## config.mk

```make
export PLATFORM = sky130hd
export DESIGN_NAME = eprom_prog_seq
export DESIGN_NICKNAME = d
export VERILOG_FILES = /design/src/rtl/eprom_prog_pkg.sv /design/src/rtl/prog_timer.sv /design/src/rtl/prog_verify.sv /design/src/rtl/eprom_prog_seq.sv
export SDC_FILE = /design/constraint.sdc
export NUM_CORES = 1
export LEC_CHECK = 0
export BUFFER_PORTS_ARGS = -buffer_cell sky130_fd_sc_hd__buf_2
export CORE_UTILIZATION = 52
export CTS_CLUSTER_SIZE = 24
export DETAILED_ROUTE_END_ITERATION = 6
export PLACE_DENSITY = 0.8
export SLEW_MARGIN = 10
export SYNTH_ARGS = -nofsm -noshare
export SYNTH_HDL_FRONTEND = slang
export SYNTH_SLANG_ARGS = --single-unit
export TNS_END_PERCENT = 100
```

## constraint.sdc

```tcl
create_clock -name clk -period 2.7 [get_ports clk]
set_clock_uncertainty 0.05 [all_clocks]
set_input_delay 0.54 -clock clk [delete_from_list [all_inputs] [get_ports clk]]
set_output_delay 0.54 -clock clk [all_outputs]
set_load 0.01 [all_outputs]
```

## src/rtl/eprom_prog_pkg.sv

```systemverilog
package eprom_prog_pkg;

  typedef enum logic [3:0] {
    ST_IDLE,
    ST_VCC_UP,
    ST_VPP_UP,
    ST_SETUP,
    ST_PULSE,
    ST_HOLD,
    ST_VERIFY,
    ST_COMPARE,
    ST_DONE,
    ST_FAIL
  } seq_state_t;

  // Converts a delay in ns to clock cycles, rounding up.
  function automatic int unsigned ns_to_cyc(input int unsigned ns, input int unsigned mhz);
    return (ns * mhz + 999) / 1000;
  endfunction

  function automatic int unsigned max2(input int unsigned a, input int unsigned b);
    return (a > b) ? a : b;
  endfunction

endpackage

```

## src/rtl/prog_timer.sv

```systemverilog
module prog_timer #(
  parameter int W = 16
) (
  input  logic         clk,
  input  logic         rst,
  input  logic         load,
  input  logic [W-1:0] load_val,
  output logic         zero
);

  logic [W-1:0] cnt_q;

  always_ff @(posedge clk) begin
    if (rst) begin
      cnt_q <= '0;
    end else if (load) begin
      cnt_q <= load_val;
    end else if (cnt_q != '0) begin
      cnt_q <= cnt_q - 1'b1;
    end
  end

  assign zero = (cnt_q == '0);


  timer_floor_chk: assert property (@(posedge clk) disable iff (rst)
    (!load && cnt_q == '0) |=> (cnt_q == '0));


  timer_step_chk: assert property (@(posedge clk) disable iff (rst)
    (!load && cnt_q != '0) |=> (cnt_q == $past(cnt_q) - 1'b1));

endmodule

```

## src/rtl/prog_verify.sv

```systemverilog
module prog_verify #(
  parameter int DW = 8
) (
  input  logic          clk,
  input  logic          rst,
  input  logic          clr,
  input  logic          capture,
  input  logic [DW-1:0] expected,
  input  logic [DW-1:0] rd_in,
  output logic          match,
  output logic [DW-1:0] exp_o,
  output logic [DW-1:0] rd_o
);

  logic          match_q;
  logic [DW-1:0] exp_q;
  logic [DW-1:0] rd_q;

  always_ff @(posedge clk) begin
    if (rst || clr) begin
      match_q <= 1'b0;
      exp_q   <= '0;
      rd_q    <= '0;
    end else if (capture) begin
      match_q <= (rd_in == expected);
      if (rd_in != expected) begin
        exp_q <= expected;
        rd_q  <= rd_in;
      end
    end
  end

  assign match = match_q;
  assign exp_o = exp_q;
  assign rd_o  = rd_q;


  mism_hold_chk: assert property (@(posedge clk) disable iff (rst)
    (!capture && !clr) |=> ($stable(exp_q) && $stable(rd_q)));

endmodule

```

## src/rtl/eprom_prog_seq.sv

```systemverilog
module eprom_prog_seq
  import eprom_prog_pkg::*;
#(
  parameter int ADDR_W      = 19,
  parameter int CLK_MHZ     = 125,
  parameter int T_SETUP_NS  = 1000,
  parameter int T_PULSE_NS  = 50000,
  parameter int T_DHOLD_NS  = 1000,
  parameter int T_OEV_NS    = 100,
  parameter int T_FLOAT_NS  = 60,
  parameter int MAX_RETRY   = 0
) (
  input  logic              clk,
  input  logic              rst,
  input  logic              start,
  input  logic [ADDR_W-1:0] prog_addr,
  input  logic [7:0]        prog_data,
  output logic              busy,
  output logic              done,
  output logic              pass,
  output logic              fail,
  output logic [7:0]        fail_exp,
  output logic [7:0]        fail_read,
  output logic              vcc_en,
  output logic              vpp_en,
  output logic [ADDR_W-1:0] ep_addr,
  output logic [7:0]        ep_dq_out,
  output logic              ep_dq_oe,
  input  logic [7:0]        ep_dq_in,
  output logic              ep_ce_n,
  output logic              ep_oe_n
);

  localparam int unsigned SETUP_CYC = ns_to_cyc(T_SETUP_NS, CLK_MHZ);
  localparam int unsigned PULSE_CYC = ns_to_cyc(T_PULSE_NS, CLK_MHZ);
  localparam int unsigned DHOLD_CYC = ns_to_cyc(T_DHOLD_NS, CLK_MHZ);
  localparam int unsigned OEV_CYC   = ns_to_cyc(T_OEV_NS, CLK_MHZ) + 1;
  localparam int unsigned FLOAT_CYC = ns_to_cyc(T_FLOAT_NS, CLK_MHZ);
  localparam int unsigned MAX_CYC   = max2(max2(SETUP_CYC, PULSE_CYC),
                                           max2(max2(DHOLD_CYC, OEV_CYC), FLOAT_CYC));
  localparam int TMR_W = $clog2(MAX_CYC + 1) + 1;
  localparam int RTY_W = $clog2(MAX_RETRY + 2);

  localparam logic [TMR_W-1:0] LD_SETUP = TMR_W'(SETUP_CYC);
  localparam logic [TMR_W-1:0] LD_PULSE = TMR_W'(PULSE_CYC);
  localparam logic [TMR_W-1:0] LD_DHOLD = TMR_W'(DHOLD_CYC);
  localparam logic [TMR_W-1:0] LD_OEV   = TMR_W'(OEV_CYC);
  localparam logic [TMR_W-1:0] LD_FLOAT = TMR_W'(FLOAT_CYC);
  localparam logic [RTY_W-1:0] RTY_INIT = RTY_W'(MAX_RETRY);

  seq_state_t        state_q, state_d;
  logic              tmr_ld;
  logic [TMR_W-1:0]  tmr_val;
  logic              tmr_zero;
  logic [RTY_W-1:0]  rty_left_q;
  logic              accept;
  logic              capture;
  logic              vfy_match;

  logic              busy_q, done_q, pass_q, fail_q;
  logic              vcc_q, vpp_q, ce_n_q, oe_n_q, dq_oe_q;
  logic [ADDR_W-1:0] addr_q;
  logic [7:0]        data_q;

  assign accept  = (state_q == ST_IDLE) && start;
  assign capture = (state_q == ST_VERIFY) && tmr_zero;

  prog_timer #(.W(TMR_W)) u_timer (
    .clk      (clk),
    .rst      (rst),
    .load     (tmr_ld),
    .load_val (tmr_val),
    .zero     (tmr_zero)
  );

  prog_verify #(.DW(8)) u_verify (
    .clk      (clk),
    .rst      (rst),
    .clr      (accept),
    .capture  (capture),
    .expected (data_q),
    .rd_in    (ep_dq_in),
    .match    (vfy_match),
    .exp_o    (fail_exp),
    .rd_o     (fail_read)
  );

  always_comb begin
    state_d = state_q;
    tmr_ld  = 1'b0;
    tmr_val = '0;
    unique case (state_q)
      ST_IDLE: begin
        if (start) begin
          state_d = ST_VCC_UP;
          tmr_ld  = 1'b1;
          tmr_val = LD_SETUP;
        end
      end
      ST_VCC_UP: begin
        if (tmr_zero) begin
          state_d = ST_VPP_UP;
          tmr_ld  = 1'b1;
          tmr_val = LD_SETUP;
        end
      end
      ST_VPP_UP: begin
        if (tmr_zero) begin
          state_d = ST_SETUP;
          tmr_ld  = 1'b1;
          tmr_val = LD_SETUP;
        end
      end
      ST_SETUP: begin
        if (tmr_zero) begin
          state_d = ST_PULSE;
          tmr_ld  = 1'b1;
          tmr_val = LD_PULSE;
        end
      end
      ST_PULSE: begin
        if (tmr_zero) begin
          state_d = ST_HOLD;
          tmr_ld  = 1'b1;
          tmr_val = LD_DHOLD;
        end
      end
      ST_HOLD: begin
        if (tmr_zero) begin
          state_d = ST_VERIFY;
          tmr_ld  = 1'b1;
          tmr_val = LD_OEV;
        end
      end
      ST_VERIFY: begin
        if (tmr_zero) begin
          state_d = ST_COMPARE;
          tmr_ld  = 1'b1;
          tmr_val = LD_FLOAT;
        end
      end
      ST_COMPARE: begin
        if (tmr_zero) begin
          tmr_ld  = 1'b1;
          tmr_val = LD_SETUP;
          if (vfy_match)              state_d = ST_DONE;
          else if (rty_left_q != '0)  state_d = ST_SETUP;
          else                        state_d = ST_FAIL;
        end
      end
      ST_DONE, ST_FAIL: begin
        if (tmr_zero) state_d = ST_IDLE;
      end
      default: state_d = ST_IDLE;
    endcase
  end

  always_ff @(posedge clk) begin
    if (rst) begin
      state_q    <= ST_IDLE;
      rty_left_q <= '0;
      busy_q     <= 1'b0;
      done_q     <= 1'b0;
      pass_q     <= 1'b0;
      fail_q     <= 1'b0;
      vcc_q      <= 1'b0;
      vpp_q      <= 1'b0;
      ce_n_q     <= 1'b1;
      oe_n_q     <= 1'b1;
      dq_oe_q    <= 1'b0;
      addr_q     <= '0;
      data_q     <= '0;
    end else begin
      state_q <= state_d;
      busy_q  <= (state_d != ST_IDLE);
      vcc_q   <= (state_d != ST_IDLE);
      vpp_q   <= (state_d inside {ST_VPP_UP, ST_SETUP, ST_PULSE, ST_HOLD,
                                  ST_VERIFY, ST_COMPARE});
      ce_n_q  <= (state_d != ST_PULSE);
      oe_n_q  <= !((state_d == ST_VERIFY) && (state_q == ST_VERIFY));
      dq_oe_q <= (state_d inside {ST_SETUP, ST_PULSE, ST_HOLD});
      done_q  <= (state_q inside {ST_DONE, ST_FAIL}) && (state_d == ST_IDLE);
      if (accept) begin
        addr_q     <= prog_addr;
        data_q     <= prog_data;
        rty_left_q <= RTY_INIT;
        pass_q     <= 1'b0;
        fail_q     <= 1'b0;
      end else if ((state_q == ST_COMPARE) && (state_d == ST_SETUP)) begin
        rty_left_q <= rty_left_q - 1'b1;
      end
      if ((state_q == ST_DONE) && (state_d == ST_IDLE)) pass_q <= 1'b1;
      if ((state_q == ST_FAIL) && (state_d == ST_IDLE)) fail_q <= 1'b1;
    end
  end

  assign busy      = busy_q;
  assign done      = done_q;
  assign pass      = pass_q;
  assign fail      = fail_q;
  assign vcc_en    = vcc_q;
  assign vpp_en    = vpp_q;
  assign ep_addr   = addr_q;
  assign ep_dq_out = data_q;
  assign ep_dq_oe  = dq_oe_q;
  assign ep_ce_n   = ce_n_q;
  assign ep_oe_n   = oe_n_q;


  vpp_order_chk: assert property (@(posedge clk) disable iff (rst)
    $rose(vpp_q) |-> (vcc_q && $past(vcc_q) && ce_n_q));


  vcc_order_chk: assert property (@(posedge clk) disable iff (rst)
    $fell(vcc_q) |-> (!vpp_q && !$past(vpp_q)));


  pulse_entry_chk: assert property (@(posedge clk) disable iff (rst)
    $fell(ce_n_q) |-> (dq_oe_q && $past(dq_oe_q) && vpp_q && oe_n_q));


  bus_excl_chk: assert property (@(posedge clk) disable iff (rst)
    !(dq_oe_q && !oe_n_q));


  oe_turn_chk: assert property (@(posedge clk) disable iff (rst)
    $fell(oe_n_q) |-> !$past(dq_oe_q));


  addr_hold_chk: assert property (@(posedge clk) disable iff (rst)
    (busy_q && $past(busy_q)) |-> $stable(addr_q));


  done_pulse_chk: assert property (@(posedge clk) disable iff (rst)
    done_q |=> !done_q);


  done_idle_chk: assert property (@(posedge clk) disable iff (rst)
    done_q |-> (!busy_q && (pass_q != fail_q)));

endmodule

```

## Word level (Yosys, flattened, before mapping)

Index checks and enable logic that the tools add are counted.

- Add/subtract/negate cells: 2
- Equal/unequal tests: 18
- Multiplexer cells: 26
- Reduce and logical (&&, ||, !) cells: 25

Operators with widths:

| kind | count |
|---|---|
| $pmux 13 s5 | 1 |
| $mux 4 | 13 |
| $pmux 4 s9 | 1 |
| $eq 4x3->1 const B | 8 |
| $mux 14 | 2 |
| $eq 4x2->1 const B | 4 |
| $logic_not 14->1 | 1 |
| $mux 7 | 2 |
| $reduce_bool 14->1 | 1 |
| $sub 14x1->14 const B | 1 |
| $mux 13 | 1 |
| $eq 4x4->1 const B | 2 |
| $eq 8x8->1 | 1 |
| $logic_not 4->1 | 2 |
| $ne 8x8->1 | 1 |
| $reduce_bool 2->1 | 4 |
| $logic_and 1x1->1 | 7 |
| $reduce_or 7->1 | 1 |
| $reduce_bool 6->1 | 1 |
| $mux 1 | 5 |
| $eq 4x1->1 const B | 1 |
| $ne 4x3->1 const B | 1 |
| $reduce_bool 4->1 | 1 |
| $reduce_or 2->1 | 2 |
| 7 further kinds | 7 |

- Bits in registers: 71
- Input bits: 38
- Output and inout bits: 52
- Word-level logic and storage cells: 87

## Longest topological paths before layout

Gate-level depths: netlist of the first run.

- Word-level depth: 7
- Depth in mapped cells: 9
- Depth with buffers taken out: 8

## By module

Synthesis of the first run repeated with hierarchy kept, for this count alone.

- Cells, all modules: 399
- Area, all modules: 3,293.2 um^2

By module, submodules not included:

| module | instances | cells each | area each (um^2) | seq. area each (um^2) |
|---|---|---|---|---|
| eprom_prog_seq | 1 | 206 | 1,640.3 | 800.8 |
| prog_timer | 1 | 109 | 887.1 | 280.3 |
| prog_verify | 1 | 84 | 765.7 | 340.3 |

## Least setup slack after synthesis of the first run

Ideal clock, no wire load.

- Kind: reg2reg
- From: register u_timer.cnt_q[3]
- To: register dq_oe_q, in the netlist ep_dq_oe
- Library setup time: 0.088 ns
- Data arrival time: 2.137 ns
- Required time: 2.562 ns
- Path slack: 0.425 ns
- Cell stages (with the launch flop): 7
- Buffers on the path: 1
- Period minus slack after synthesis: 2.275 ns
- Path through: dfxtp_1 -> or4_4 -> or3_1 -> buf_6 -> o211a_1 -> o221a_1 -> o32ai_2

- Word-level cells in the longest chain between the ends: 5
- Elaborated cells on any way between the ends: 14
- Those cells by class: eq/ne: 3; mux: 9; reduce/logical: 2

Ends and longest elaborated chain:

| item | line | RTL |
|---|---|---|
| start: declaration | prog_timer.sv:11 | `logic [W-1:0] cnt_q;` |
| start signal: assignment | prog_timer.sv:17 | `cnt_q <= load_val;` |
| start signal: assignment | prog_timer.sv:19 | `cnt_q <= cnt_q - 1'b1;` |
| $logic_not 14->1 (*) | prog_timer.sv:23 | `assign zero = (cnt_q == '0);` |
| $mux 4 (tied with other cells) | eprom_prog_seq.sv:152 | `if (tmr_zero) state_d = ST_IDLE;` |
| $pmux 4 s9 (*) | eprom_prog_seq.sv:92 | `unique case (state_q)` |
| $eq 4x2->1 or $eq 4x3->1 (tied branches) | eprom_prog_seq.sv:181 | `dq_oe_q <= (state_d inside {ST_SETUP, ST_PULSE, ST_HOLD});` |
| $reduce_bool 3->1 (*) | eprom_prog_seq.sv:181 |  |
| end signal: assignment | eprom_prog_seq.sv:181 |  |
| end: declaration | eprom_prog_seq.sv:61 | `logic vcc_q, vpp_q, ce_n_q, oe_n_q, dq_oe_q;` |

Every way passes the cells marked *; elsewhere a longest branch is shown, timed or not.
A chain may end at the register's enable or synchronous reset.

## Final worst setup path of the first run

- From: register u_timer.cnt_q[8]
- To: register dq_oe_q, in the netlist ep_dq_oe

Same word-level chain as after synthesis.

==> metrics.txt, run 1 <==
status=complete, no violations; post-synth top area share=45.1%; Final ANT Viol Nets=0; core area=5680 um2; DRT Pass-1 Iters=5; cell taking the most area after synthesis=dfxtp_1; # DRC=0; complex-gate fraction of the synthesized area=between 10% and 20%; synthesis warning total=0; crit path DAT=about 2.7 ns; most frequent cells after synthesis=dfxtp_1, nand2_1, a21oi_1; area share of xor/xnor cells in the synthesized design=under 10%; CP Class=flop to flop; MaxCap Viol Count=0; IO buf count=89; H-tree lvl count=3; area share of and/or/nand/nor cells after synthesis=22.1%; Max rail drop VDD=between 0.0005 and 0.0006 V; CP Launch Type=flop; CTS tree=done; post-cts hold buffer count=0; largest family of logic cells by synthesized area=simple AND/OR/NAND/NOR gates; syn nets=slightly above 400; register bit total from synthesis=71; largest net degree at the start of global routing=30; clock root buffer=clkbuf_8; Chip Height=79.9 um; Peak Freq=between 0.3 and 0.4 GHz; post-synthesis mux area share=between 5 and 6%; mean routed wirelength per cell=~14 um; GR Overflow Total=0; post-route cell area=roughly 3900 um2; Placed Area=3660 um2; post-synthesis sequential area ratio=a little under half; clk slew on worst S/H paths=around 0.080 ns; Top FF cell, synth=dfxtp_1; via count=2,972; Fin. Hold Viols=0; layout cells sized above 1=between 20% and 30%; Synth async-reset ratio=0%; count of different cell masters after synthesis=50; Layout area overhead=22.2%; Post-synth EDFFs=0; CTS resizes=0; # IOs=90; Relative slew margins=53.4%; most frequent cell after synthesis=dfxtp_1; required time of the worst setup path=2.91 ns; RSZ-0062 raised after global routing=no; CP Max Fanout=16; antenna violations before repair=0; Static Leakage=approximately 1.6 nW; CP Capture Type=flop; total chip power=3.76 mW; setup TNS=0 ns; initial drt markers=about 190; Worst Hold Class=input port to flop; drt total wl=7710 um; Post-Synthesis Cells=375; Post-Synth Adder-Cell Area=less than 1%; CTS max path bufs=2; setup bufs post-CTS=0; Final min period=roughly 2.5 ns; Die Area=approximately 6400 um2; Core Util, Final=roughly two thirds; Starting Density=55.6%; syn avg cell area=8.41 um2; Setup violations, final=0; row count=27; post-synth design cell area=about 3200 um2; period utilization=around 93%; Area contributors post-synth=dfxtp_1, nand2_1, a21oi_1, mux2i_1, nor2_1; # clock sinks=between 70 and 80; placed cell count=520; fin worst setup slack=0.195 ns; Antenna Cells=0; post-detail-place hpwl=between 5000 and 6000 um; nets=between 400 and 500; power per cell area=976 nW/um2; Worst-Margin Slew=about 0.7 ns; Cell Count, Final, Fillers Out=between 500 and 600; Vias/cell=roughly 5.5; Die Wd=79.9 um; Pins Over Slew Limit=0; Placer Congestion=around 0.86; DP Worst Slack=0.229 ns; WHS=approximately 0.36 ns; first-pass GRT wire length=12,100 um; clock latency on the worst-skew pair=~0.35 ns; GRT Overall Usage=24.9%; vias in the first global route=2,649; cts bufs inserted=9
## state kept, by name, summed over array words and instances, names as in the netlist
| signal | count |
|---|---|
| ep_addr | 19 |
| u_timer.cnt_q | 14 |
| ep_dq_out | 8 |
| u_verify.exp_o | 8 |
| u_verify.rd_o | 8 |
| state_q | 4 |
| done | 1 |
| ep_ce_n | 1 |
| ep_dq_oe | 1 |
| ep_oe_n | 1 |
| fail | 1 |
| pass | 1 |
| rty_left_q | 1 |
| u_verify.match | 1 |
| vcc_en | 1 |
| vpp_en | 1 |
## worst paths after layout
| check | from | to | slack, ns | cells past startpoint |
|---|---|---|---|---|
| worst min-delay path | prog_addr[10] | ep_addr[10] | 0.36 | 3 |
| worst max-delay path | u_timer.cnt_q[8] | ep_dq_oe | 0.19 | 5 |
| worst min register to register | ep_addr[1] | ep_addr[1] | 0.40 | 2 |
| worst max register to register | u_timer.cnt_q[8] | ep_dq_oe | 0.19 | 5 |
## cells by family after synthesis
group,count (synthesis)
AND/OR/NAND/NOR,149
AO/OA/AOI/OAI,84
XOR/XNOR,21
multiplexers,16
buffers and inverters,33
flip-flops,71
adder cells (fa/ha/maj),1
## metal layers
layer  vias to the layer above  routed length (um)  GRT usage [%]
li1                       1471                   -              -
met1                      1349                3350           30.8
met2                       132                3560           39.4
met3                        20                 636           6.97
met4                         0                 172           12.1
met5                         -                   0              0
## cells in the final DEF, fill, tap and decap left out, types with 3 or more instances in the layout
cell        count
buf_2          89
dfxtp_1        71
nand2_1        64
a21oi_1        41
nor2_1         34
mux2i_1        16
nor3_1         11
xnor2_1        11
o21ai_0        11
xor2_1         10
clkbuf_8        9
inv_1           8
buf_4           8
nand2b_1        5
or3_1           5
nand3_1         5
nor4_1          5
or4_1           4
a221oi_1        4
a31oi_1         3
o211ai_1        3
a211oi_1        3
clkinvlp_4      3
## power by group
part / internal [mW] / leakage [nW] / switching [mW]
registers: 1.22 / 0.579 / 0.184
logic: 0.598 / 0.961 / 0.919
clock network: 0.431 / 0.0891 / 0.414
## critical path, cell delays in order (launching register included)
cell and delay, ns:
dfxtp_1 0.36, or4_4 0.56, or3_1 0.54, o211a_1 0.32, o221a_1 0.31, o32ai_2 0.27
## area by class of cell
| class | count | area, um2 |
|---|---|---|
| clock buffer | 10 | 128 |
| fill | 479 | 1820 |
| timing repair buffer | 98 | 526 |
| multi-input combinational | 271 | 1590 |
| clock inverter | 6 | 70.1 |
| inverter | 8 | 30.0 |
| sequential | 71 | 1420 |
| tap | 72 | 90.1 |
Note: power is estimated with default switching activity, not from simulation.
==> run 2, diff against run 1 <==
--- a/config.mk
+++ b/config.mk
@@ -6,6 +6,7 @@
 export NUM_CORES = 1
 export LEC_CHECK = 0
 export BUFFER_PORTS_ARGS = -buffer_cell sky130_fd_sc_hd__buf_2
+export CORE_MARGIN = 2
 export CORE_UTILIZATION = 52
 export CTS_CLUSTER_SIZE = 24
 export DETAILED_ROUTE_END_ITERATION = 6
==> metrics.txt, run 2 (synthesis gave the netlist of run 1 again) <==
status=complete, no violations; power per cell area=between 900 and 1000 nW/um2; Static Leakage=approximately 1.6 nW; antenna violations before repair=0; setup TNS=0 ns; Cell Count, Final, Fillers Out=roughly 540; vias in the first global route=around 2.8k; # clock sinks=71; Fillers=just under 500; cts bufs inserted=9; clock latency on the worst-skew pair=roughly 0.35 ns; CTS max path bufs=2; Worst Hold Class=input port to flop; CP Max Fanout=16; DRT Pass-1 Iters=4; Max rail drop VDD=0.000555 V; post-detail-place hpwl=around 5600 um; H-tree lvl count=3; RR Startpoint=u_timer.cnt_q[8]; Chip Height=81.9 um; commonest non-fill, non-tap cell in the layout=buf_2; clock root buffer=clkbuf_8; clk slew on worst S/H paths=around 0.09 ns; CTS resizes=0; Layout area overhead=23.1%; required time of the worst setup path=~2.9 ns; RSZ-0062 raised after global routing=no; max reg flops=19; row count=28; Worst-Margin Slew=between 0.5 and 0.6 ns; CTS tree=done; Worst Hold Path EP=ep_addr[5]; Pins Over Slew Limit=0; via count=3,061; Setup violations, final=0; MaxCap Viol Count=0; total chip power=just under 4 mW; Vias/cell=about 5.7; Starting Density=between 50% and 60%; setup bufs post-CTS=0; Final min period=2.52 ns; Die Area=about 6700 um2; # DRC=0; Peak Freq=0.397 GHz; nets=between 400 and 500; HP Start=prog_addr[5]; Relative slew margins=approximately three fifths; most frequent cells in the layout=buf_2, dfxtp_1, nand2_1; Fin. Hold Viols=0; Final ANT Viol Nets=0; CP Capture Type=flop; Antenna Cells=0; RR Endpoint=ep_dq_oe; drt total wl=approximately 8000 um; GR Overflow Total=0; R2R Setup Slk=0.18 ns; mean routed wirelength per cell=~15 um; largest net degree at the start of global routing=30; post-cts hold buffer count=0; worst reg2reg path depth=5; layout cells sized above 1=between 20% and 30%; CP Launch Type=flop; placed cell count=around 520; IO buf count=a little under 90; core area=~5900 um2; Placer Congestion=between 0.9 and 1; period utilization=93.3%; crit path DAT=2.73 ns; Die Wd=approximately 82 um; fin worst setup slack=around 0.18 ns; # IOs=90; initial drt markers=302; first-pass GRT wire length=about 13,000 um; GRT Overall Usage=24.7%; Hold Path Stages=3; CP Class=flop to flop; DP Worst Slack=0.218 ns
## run 2: cell types whose count changed in the layout (fill, tap and decap cells not counted), sizes merged
| cell | change |
|---|---|
| clkinv | +1 |
| clkinvlp | -2 |
| bufinv | +1 |
## run 2: worst max path at each step
| stage | from | endpoint | cells past startpoint |
|---|---|---|---|
| CTS | u_timer.cnt_q[3] | ep_dq_oe | 5 |
| floorplan | u_timer.cnt_q[3] | ep_dq_oe | 6 |
| global route | u_timer.cnt_q[8] | u_timer.cnt_q[1] | 5 |
| detailed placement | u_timer.cnt_q[8] | ep_dq_oe | 5 |
| global placement | u_timer.cnt_q[3] | ep_dq_oe | 5 |
| finish | u_timer.cnt_q[8] | ep_dq_oe | 5 |
## run 2: power breakdown
part | switching [mW] | internal, mW | total [mW]
Sequential | 0.183 | 1.22 | 1.40
Clock | 0.419 | 0.527 | 0.946
Combinational | 0.942 | 0.592 | 1.53
## run 2: routing by layer
layer	vias to the layer above	part of all wire, %	track usage (%)	wire (um)
li1	1474	-	-	-
met1	1434	42	30.6	3330
met2	137	48	39.3	3830
met3	16	8.2	7.14	658
met4	0	2.2	12.0	178
met5	-	0	0	0
## run 2: layout make-up
type / count / area [um2] / area share, %
inverters: 8 / 30.0 / 0.774
well taps: 75 / 93.8 / 2.42
multi-input cells: 271 / 1590 / 40.9
repair buffers: 98 / 526 / 13.5
clock buffers: 10 / 128 / 3.29
clock inverters: 6 / 93.8 / 2.42
flip-flops and latches: 71 / 1420 / 36.6
## run 2: through the flow
stage	utilization (%)	area, um2	hold slack (ns)
6_report	65.9	3880	0.360
5_1_grt	65.9	3880	0.359
4_1_cts	65.9	3880	0.357
3_5_place_dp	62.2	3660	0.394
3_3_place_gp	62.2	3660	0.389
2_1_floorplan	-	3150	0.391
## run 2: worst max-delay path, stage by stage, from the launching register on
cell and delay, ns:
dfxtp_1 0.35, or4_4 0.57, or3_1 0.55, o211a_1 0.32
o221a_1 0.31, o32ai_2 0.28
==> run 3, diff against run 2 <==
--- a/config.mk
+++ b/config.mk
@@ -10,7 +10,9 @@
 export CORE_UTILIZATION = 52
 export CTS_CLUSTER_SIZE = 24
 export DETAILED_ROUTE_END_ITERATION = 6
-export PLACE_DENSITY = 0.8
+export GPL_ROUTABILITY_DRIVEN = 0
+export HOLD_SLACK_MARGIN = 0.12
+export PLACE_DENSITY = 0.9
 export SLEW_MARGIN = 10
 export SYNTH_ARGS = -nofsm -noshare
 export SYNTH_HDL_FRONTEND = slang
==> metrics.txt, run 3 (synthesis gave the netlist of run 1 again) <==
Antenna Cells=0; Die Area=6700 um2; combinational share of power=between 30% and 40%; Chip Height=between 80 and 90 um; Setup violations, final=0; cell-internal power=about 2.4 mW; required time of the worst setup path=a little under 3 ns; clock root buffer=clkbuf_8; worst reg2reg path depth=5; via count=3,098; DRT Pass-1 Iters=5; post-cts hold buffer count=0; clock power share=roughly 25%; R2R Setup Slk=0.18 ns; # clock sinks=a little over 70; Final min period=2.52 ns; Cell Count, Final, Fillers Out=537; nets=approximately 500; mean routed wirelength per cell=15.4 um; initial drt markers=around 270; RSZ-0062 raised after global routing=no; Worst Setup SP=u_timer.cnt_q[8]; RR Endpoint=u_timer.cnt_q[1]; GR Overflow Total=0; CTS tree=done; Worst Hold Class=input port to flop; antenna violations before repair=0; switching portion of total power=between 30% and 40%; sequential share of power=35.7%; CTS max path bufs=2; area of the multi-input gates=1590 um2; Worst setup endpoint=u_timer.cnt_q[1]; clk slew on worst S/H paths=0.08 ns; period utilization=93.3%; commonest non-fill, non-tap cell in the layout=buf_2; placed cell count=about 520; RR Startpoint=u_timer.cnt_q[8]; Fin. Hold Viols=0; Final ANT Viol Nets=0; clock latency on the worst-skew pair=about 0.35 ns; row count=28; drt total wl=8250 um; vias in the first global route=between 3k and 4k; CP Capture Type=flop; crit path DAT=about 2.7 ns; Reg area=between 1000 and 1500 um2; Relative slew margins=a little over two fifths; cts bufs inserted=9; setup bufs post-CTS=0; power per cell area=slightly above 1000 nW/um2; # IOs=90; H-tree lvl count=3; IO buf count=89; most frequent cells in the layout=buf_2, dfxtp_1, nand2_1; first-pass GRT wire length=13,400 um; GRT Overall Usage=between 20% and 30%; Pins Over Slew Limit=0; core area=just under 6000 um2; status=complete, no violations; Static Leakage=roughly 1.7 nW; CP Max Fanout=16; Sw Pwr=1.53 mW; Die Wd=between 80 and 90 um; post-detail-place hpwl=around 5600 um; Fillers=495; setup TNS=0 ns; layout cells sized above 1=approximately a quarter; CTS resizes=0; Vias/cell=about 5.8; CP Class=flop to flop; # DRC=0; WHS=around 0.37 ns; Worst-Margin Slew=0.855 ns; Peak Freq=0.397 GHz; CP Launch Type=flop; largest net degree at the start of global routing=between 40 and 50; MaxCap Viol Count=0; Starting Density=between 50% and 60%; Layout area overhead=23.1%; total chip power=between 3 and 4 mW; max reg flops=19; Max rail drop VDD=0.000616 V
## run 3: cell types whose count changed in the layout (fill, tap and decap cells not counted)
cell,change
clkbuf_8,+2
clkinv_4,-1
clkbuf_1,-1
clkinvlp_4,-1
buf_4,-1
## run 3: routing by layer
metal	track usage, %	share of wire (%)
met5	0	0
met4	12.8	2.1
met3	7.36	8.1
met2	42.1	49
met1	31.3	41
## run 3: worst min path at each step
stage	start	to	slack, ns	cells after the start
after floorplan	rty_left_q	rty_left_q	0.39	2
after global placement	ep_addr[9]	ep_addr[9]	0.39	2
after detailed placement	ep_addr[18]	ep_addr[18]	0.40	2
after CTS	prog_data[2]	ep_dq_out[2]	0.36	3
after global routing	prog_addr[18]	ep_addr[18]	0.37	3
final	prog_data[2]	ep_dq_out[2]	0.37	3
## run 3: per-stage QoR
step                      setup WS, ns  area, um2  utilization, %
after global placement           0.301       3650            62.1
final                            0.182       3880            65.9
after global routing           0.00901       3880            65.9
after detailed placement         0.202       3650            62.1
after CTS                        0.192       3880            65.9
after floorplan                  0.425       3150               -
## run 3: cell type report
cell class                 count  share of cell area, %
multi-input combinational    271                   40.9
sequential                    71                   36.6
timing repair buffer          97                   13.3
clock buffer                  11                   3.90
tap                           75                   2.42
clock inverter                 4                   2.00
inverter                       8                  0.774
## run 3: power groups by stage
stage | Sequential (mW) | Combinational [mW] | Clock [mW]
finish | 1.40 | 1.54 | 0.970
global route | 1.42 | 1.71 | 1.01
CTS | 1.39 | 1.52 | 0.981
detailed placement | 1.41 | 1.50 | 0
global placement | 1.40 | 1.44 | 0
floorplan | 1.40 | 1.11 | 0
## run 3: worst max-delay path, stage by stage (launching register included)
cell and delay (ns):
dfxtp_1 0.36, or4_4 0.57, or3_1 0.54, nor2_1 0.48
a21oi_1 0.13, o32ai_1 0.30
